===== src/rtl/park_arb_pkg.sv =====
package park_arb_pkg;
  localparam int PRIO_W = 3;

  typedef enum logic [2:0] {
    ST_PARK    = 3'd0,  // internal mode, on-chip parked, bus idle
    ST_ONC_TEN = 3'd1,  // on-chip side drives busy
    ST_EXT_GNT = 3'd2,  // grant out, waiting for external busy
    ST_EXT_TEN = 3'd3,  // external master owns the line
    ST_NOPARK  = 3'd4,  // outside-arbiter mode, idle
    ST_ONC_WAIT= 3'd5   // outside-arbiter mode, request pending
  } own_state_e;
endpackage


===== src/rtl/park_cfg_regs.sv =====
module park_cfg_regs #(
  parameter int PRIO_W = park_arb_pkg::PRIO_W,
  parameter logic [PRIO_W-1:0] PRIO_RST = 4
) (
  input  logic              clk,
  input  logic              rst_n,
  input  logic              mode_pin,
  input  logic              prio_we,
  input  logic [PRIO_W-1:0] prio_wdata,
  output logic              int_mode,
  output logic [PRIO_W-1:0] ext_prio
);
  logic              mode_q;
  logic [PRIO_W-1:0] prio_q;

  // strap captured only while reset is held
  always_ff @(posedge clk) begin
    if (!rst_n) mode_q <= mode_pin;
  end

  always_ff @(posedge clk) begin
    if (!rst_n)       prio_q <= PRIO_RST;
    else if (prio_we) prio_q <= prio_wdata;
  end

  assign int_mode = mode_q;
  assign ext_prio = prio_q;

  // mode frozen outside reset
  assert_mode_frozen_R1: assert property (@(posedge clk) disable iff (!rst_n)
    rst_n |=> $stable(mode_q));

  // write lands on the next edge
  assert_prio_write_R8: assert property (@(posedge clk) disable iff (!rst_n)
    prio_we |=> (prio_q == $past(prio_wdata)));
endmodule


===== src/rtl/park_prio_cmp.sv =====
module park_prio_cmp #(
  parameter int PRIO_W = park_arb_pkg::PRIO_W
) (
  input  logic              ext_req,
  input  logic              onc_req,
  input  logic [PRIO_W-1:0] ext_prio,
  input  logic [PRIO_W-1:0] onc_prio,
  output logic              ext_wins
);
  logic strictly_above;

  assign strictly_above = (ext_prio > onc_prio);

  // ties stay with the on-chip side
  always_comb begin
    ext_wins = 1'b0;
    if (ext_req) ext_wins = !onc_req || strictly_above;
  end
endmodule


===== src/rtl/park_owner_fsm.sv =====
module park_owner_fsm
  import park_arb_pkg::*;
(
  input  logic clk,
  input  logic rst_n,
  input  logic rst_park,
  input  logic int_mode,
  input  logic onc_req,
  input  logic onc_xfer_busy,
  input  logic ext_br_n,
  input  logic ext_wins,
  input  logic bus_bb_n,
  input  logic arb_bg_n,
  output logic ext_bg_n,
  output logic own_bb_n,
  output logic onc_grant,
  output logic onc_parked,
  output logic arb_br_n
);
  own_state_e state_q, state_d;
  own_state_e idle_st;
  logic       release_ok;

  assign idle_st    = int_mode ? ST_PARK : ST_NOPARK;
  assign release_ok = !onc_xfer_busy && (!onc_req || ext_wins);

  always_comb begin
    state_d = state_q;
    unique case (state_q)
      ST_PARK: begin
        if (ext_wins)                 state_d = ST_EXT_GNT;
        else if (onc_req && bus_bb_n) state_d = ST_ONC_TEN;
      end
      ST_ONC_TEN: begin
        if (release_ok) state_d = ext_wins ? ST_EXT_GNT : idle_st;
      end
      ST_EXT_GNT: begin
        if (ext_br_n)       state_d = ST_PARK;
        else if (!bus_bb_n) state_d = ST_EXT_TEN;
      end
      ST_EXT_TEN: begin
        if (bus_bb_n) state_d = ST_PARK;
      end
      ST_NOPARK: begin
        if (onc_req) state_d = ST_ONC_WAIT;
      end
      ST_ONC_WAIT: begin
        if (!onc_req)                    state_d = ST_NOPARK;
        else if (!arb_bg_n && bus_bb_n)  state_d = ST_ONC_TEN;
      end
      default: state_d = idle_st;
    endcase
  end

  always_ff @(posedge clk) begin
    if (!rst_n) state_q <= rst_park ? ST_PARK : ST_NOPARK;
    else        state_q <= state_d;
  end

  assign ext_bg_n   = (state_q != ST_EXT_GNT);
  assign own_bb_n   = (state_q != ST_ONC_TEN);
  assign onc_grant  = (state_q == ST_ONC_TEN);
  assign onc_parked = (state_q == ST_PARK);
  assign arb_br_n   = (state_q != ST_ONC_WAIT);

  // parked take-over goes straight to busy, no grant cycle
  assert_park_take_R3: assert property (@(posedge clk) disable iff (!rst_n)
    (onc_parked && onc_req && bus_bb_n && !ext_wins) |=> (!own_bb_n && ext_bg_n && arb_br_n));

  // a winning external request is granted from parking
  assert_ext_grant_R5: assert property (@(posedge clk) disable iff (!rst_n)
    (onc_parked && ext_wins) |=> !ext_bg_n);

  // no preemption of a running transfer
  assert_no_preempt_R6: assert property (@(posedge clk) disable iff (!rst_n)
    (!own_bb_n && onc_xfer_busy) |=> !own_bb_n);

  // grant withdrawn once the external master holds the line
  assert_grant_drop_R7: assert property (@(posedge clk) disable iff (!rst_n)
    (!ext_bg_n && !bus_bb_n) |=> ext_bg_n);

  // outside-arbiter mode never grants the external master
  assert_no_grant_ext_mode_R9: assert property (@(posedge clk) disable iff (!rst_n)
    !int_mode |-> (ext_bg_n && !onc_parked));
endmodule


===== src/rtl/park_bus_arbiter.sv =====
module park_bus_arbiter #(
  parameter int PRIO_W = park_arb_pkg::PRIO_W,
  parameter logic [PRIO_W-1:0] PRIO_RST = 4
) (
  input  logic              clk,
  input  logic              rst_n,
  input  logic              cfg_park_en,
  input  logic              prio_we,
  input  logic [PRIO_W-1:0] prio_wdata,
  input  logic              onc_req,
  input  logic [PRIO_W-1:0] onc_prio,
  input  logic              onc_xfer_busy,
  input  logic              ext_br_n,
  input  logic              bus_bb_n,
  input  logic              arb_bg_n,
  output logic              ext_bg_n,
  output logic              own_bb_n,
  output logic              onc_grant,
  output logic              onc_parked,
  output logic              arb_br_n
);
  logic              int_mode;
  logic [PRIO_W-1:0] ext_prio;
  logic              ext_req;
  logic              ext_wins;

  park_cfg_regs #(.PRIO_W(PRIO_W), .PRIO_RST(PRIO_RST)) u_cfg (
    .clk(clk), .rst_n(rst_n), .mode_pin(cfg_park_en),
    .prio_we(prio_we), .prio_wdata(prio_wdata),
    .int_mode(int_mode), .ext_prio(ext_prio)
  );

  // external requests count only when this block arbitrates
  assign ext_req = int_mode && !ext_br_n;

  park_prio_cmp #(.PRIO_W(PRIO_W)) u_cmp (
    .ext_req(ext_req), .onc_req(onc_req),
    .ext_prio(ext_prio), .onc_prio(onc_prio),
    .ext_wins(ext_wins)
  );

  park_owner_fsm u_fsm (
    .clk(clk), .rst_n(rst_n), .rst_park(cfg_park_en), .int_mode(int_mode),
    .onc_req(onc_req), .onc_xfer_busy(onc_xfer_busy), .ext_br_n(ext_br_n),
    .ext_wins(ext_wins), .bus_bb_n(bus_bb_n), .arb_bg_n(arb_bg_n),
    .ext_bg_n(ext_bg_n), .own_bb_n(own_bb_n), .onc_grant(onc_grant),
    .onc_parked(onc_parked), .arb_br_n(arb_br_n)
  );
endmodule


===== config.mk =====
export PLATFORM = sky130hd
export DESIGN_NAME = park_bus_arbiter
export DESIGN_NICKNAME = d
export VERILOG_FILES = /design/src/rtl/park_arb_pkg.sv /design/src/rtl/park_cfg_regs.sv /design/src/rtl/park_prio_cmp.sv /design/src/rtl/park_owner_fsm.sv /design/src/rtl/park_bus_arbiter.sv
export SDC_FILE = /design/constraint.sdc
export NUM_CORES = 1
export LEC_CHECK = 0
export BUFFER_PORTS_ARGS = -buffer_cell sky130_fd_sc_hd__buf_2
export CORE_MARGIN = 2
export CORE_UTILIZATION = 35
export CTS_CLUSTER_DIAMETER = 50
export DETAILED_ROUTE_END_ITERATION = 7
export PLACE_DENSITY = 0.64
export RECOVER_POWER = 100
export SYNTH_ARGS = -nofsm -noshare
export SYNTH_HDL_FRONTEND = slang
export SYNTH_SLANG_ARGS = --single-unit

===== constraint.sdc =====
create_clock -name clk -period 2.1 [get_ports clk]
set_input_delay 0.21 -clock clk [delete_from_list [all_inputs] [get_ports clk]]
set_output_delay 0.21 -clock clk [all_outputs]
set_load 0.01 [all_outputs]

==> results.py <==
metrics = {
    "floorplan": {
        "rows": 14,
        "core-area_um2": 1524,
        "die_h_um": 44.33,
        "pin_count": 20,
        "die_x_um": 44.33,
        "start_util": 0.3736,
        "dieArea_um2": 1965,
    },
    "synth": {
        "ys_seq_area_frac": 0.3165,
        "synth.distinct_cells": 34,
        "synth_top_area_frac": 0.2110,
        "synth_area_um2": 569.3,
        "synth.area.top_cells": "edfxtp_1 (21%), dfxtp_1 (11%), ha_1 (6.6%)",
        "synthFlopType": "edfxtp_1",
        "yosys.area.top_type": "edfxtp_1",
        "synth_cells": 62,
        "ys_seq_elements": 7,
        "yosysWarnings": 0,
        "syn_avg_cell_area_um2": 9.182,
        "synth_fp_nets": 80,
        "async_flop_share": 0,
        "synth_edf_count": 4,
    },
    "critical_path": {
        "path_class": "reg2reg",
        "cp_max_fo": 3,
        "rr_startpoint": "u_cfg.ext_prio[2]$_SDFFE_PN1P_",
        "required_ps": 2020,
        "cp_data_arrival_time_ps": 1750,
        "r2r-end": "u_fsm.state_q[2]$_DFFE_PP_",
        "start_kind": "flop",
        "critPathCaptureType": "flop",
        "ff2ff_path_depth": 6,
        "reg2reg_slack_ps": 270,
    },
    "timing": {
        "max_freq_mhz": 546.3,
        "max-slew-margin-rel": 0.7747,
        "maxSlewViolCount": 0,
        "tightestPinTransition_ps": 336.3,
        "rsz0062_at_grt": "no",
        "fin_crit_sh": 0.8717,
        "setup-tns-final_ps": 0,
        "finalCriticalPeriod_ps": 1830,
        "hold_viol_final": 0,
        "setup_viol": 0,
        "final.setup_skew_ps": 0.6765,
    },
    "hold_path": {
        "holdPathStages": 1,
        "hp-start": "cfg_park_en",
        "hold_path.class": "in2reg",
        "hold_end": "u_cfg.int_mode$_DFFE_PN_",
    },
    "placement": {
        "dp_hpwl_um": 920.8,
        "portBuffers": 19,
        "routabilityCongestion": 0.7029,
    },
    "power": {
        "power_frac_comb": 0.400,
        "p_sw_uw": 248.9,
        "finalPower_uw": 634.5,
        "clockPowerShare": 0.192,
        "ir_worst_vdd_mv": 0.3933,
        "pwr_density_cell_nw_per_um2": 956.8,
        "switching_share": 0.3923,
        "internal-power_uw": 385.6,
        "leakage_nw": 0.2906,
        "seqPwrFrac": 0.408,
    },
    "route": {
        "first_pass_iters": 3,
        "wl_per_cell_um": 11.57,
        "routed_via_density": 5.153,
        "wirelength_mm": 1.134,
        "drc": 0,
        "ant_nets": 0,
        "num_vias": 505,
        "drt_iter0_drc": 5,
    },
    "global_routing": {
        "antenna_found_initial": 0,
        "first_global_vias": 421,
        "grt.total_usage": 0.1280,
        "grt_pass1_wl_mm": 1.842,
        "grt_max_degree": 12,
        "gr-total-overflow": 0,
    },
    "layout": {
        "num_antenna_cells": 0,
        "area_growth_syn_to_layout_pct": 16.48,
        "layout-drive-gt1-share": 0.2561,
        "fin_nets": 101,
    },
    "clock_network": {
        "h-tree-depth": 1,
        "insertion_delay_ps": 250,
        "cts_setup_buffers": 0,
        "cts.path.max_buffers": 2,
        "cts-resized-gates": 0,
        "clkTransAtPathRegs_ps": 50,
        "cts_buffers": 3,
        "cts_hold_buf": 0,
        "clock-sinks": 7,
        "cts_tree": "yes",
        "ctsRootBufferMaster": "clkbuf_4",
    },
    "status": {
        "outcome": "finished, final reports clean",
    },
    "run": {
        "cap_violations": 0,
    },
}
==> how the worst max path moves through the flow <==
stage                                         from                             end  cells after the start
finish              u_cfg.ext_prio[2]$_SDFFE_PN1P_      u_fsm.state_q[2]$_DFFE_PP_                      6
global route        u_cfg.ext_prio[0]$_SDFFE_PN0P_  u_fsm.state_q[1]$_SDFFCE_PN0P_                      7
CTS                 u_cfg.ext_prio[0]$_SDFFE_PN0P_      u_fsm.state_q[2]$_DFFE_PP_                      7
detailed placement                     onc_prio[2]      u_fsm.state_q[2]$_DFFE_PP_                      8
global placement                       onc_prio[1]      u_fsm.state_q[2]$_DFFE_PP_                      8
floorplan           u_cfg.ext_prio[0]$_SDFFE_PN0P_  u_fsm.state_q[0]$_SDFFCE_PN0P_                      7
==> metal layers <==
| metal | part of all wire | up-vias | track usage |
|---|---|---|---|
| li1 | - | 259 | - |
| met1 | 0.47 | 229 | 0.1595 |
| met2 | 0.46 | 17 | 0.2059 |
| met3 | 0.071 | 0 | 0.06122 |
| met4 | 0 | 0 | 0.01818 |
| met5 | 0 | - | 0 |
==> cells in the mapped netlist, types with 2 or more instances <==
library cell and instances:
nand3_1 2, nor3_1 2, dfxtp_1 3, nand2_1 4
edfxtp_1 4, mux2i_1 3, nand2b_1 2, inv_1 5
a21oi_1 2, nor2_1 5, ha_1 3, buf_6 2
o21ai_0 4
==> power groups by stage <==
stage / combinational (mW) / clock [mW] / sequential [mW]
floorplan: 0.282 / 0 / 0.202
global placement: 0.267 / 0 / 0.257
detailed placement: 0.270 / 0 / 0.260
CTS: 0.271 / 0.127 / 0.257
global route: 0.283 / 0.134 / 0.267
finish: 0.254 / 0.122 / 0.259
==> stage by stage <==
stage | area (um2) | worst slack (ps) | utilization | hold WS, ps | cells
after detailed placement | 654.4 | 334.3 | 0.4294 | 419.6 | 94
after global routing | 663.1 | 150.1 | 0.4351 | 163.1 | 98
final | 663.1 | 269.5 | 0.4351 | 163.4 | 98
after global placement | 654.4 | 381.6 | 0.4294 | 424.3 | 94
after CTS | 680.7 | 331.2 | 0.4466 | 160.5 | 98
after floorplan | 569.3 | 504.8 | - | 271.9 | 62
==> critical path: stages (launching register included) <==
cell and delay [ps]:
dfxtp_1 320, ha_1 300, nand3_1 140, o31ai_4 80, o2bb2ai_1 260, o2bb2ai_1 110, a31oi_1 290
==> flip-flops by register name (all words and copies together) (netlist names) <==
signal,flops
u_fsm.state_q,3
u_cfg.int_mode,1
u_cfg.ext_prio,3
==> logic make-up (layout without fill, tap and decap cells) <==
kind of cell / after synthesis / after routing / synth area share
multiplexers: 3 / 3 / 0.05275
adder cells (fa/ha/maj): 3 / 3 / 0.06594
AND/OR/NAND/NOR: 23 / 23 / 0.2330
buffers and inverters: 9 / 29 / 0.09231
AO/OA/AOI/OAI: 17 / 17 / 0.2396
flip-flops: 7 / 7 / 0.3165
==> placed cells by master, fill, tap and decap left out, types with 2 or more instances in the layout <==
cell type	count
edfxtp_1	4
o2bb2ai_1	2
clkbuf_4	3
clkbuf_1	7
o21ai_0	4
nand2b_1	2
buf_2	13
nor2_1	5
nand3_1	2
nand2_1	4
dfxtp_1	3
inv_1	6
nor3_1	2
mux2i_1	3
ha_1	3
a21oi_1	2
==> cell type report <==
type | instances | area (um2)
Fill cell | 166 | 860.8
Clock buffer | 4 | 26.28
Tap cell | 16 | 20.02
Timing Repair Buffer | 19 | 87.58
Inverter | 6 | 22.52
Multi-Input combinational cell | 46 | 326.6
Sequential cell | 7 | 180.2
Note: power is estimated with default switching activity, not from simulation.
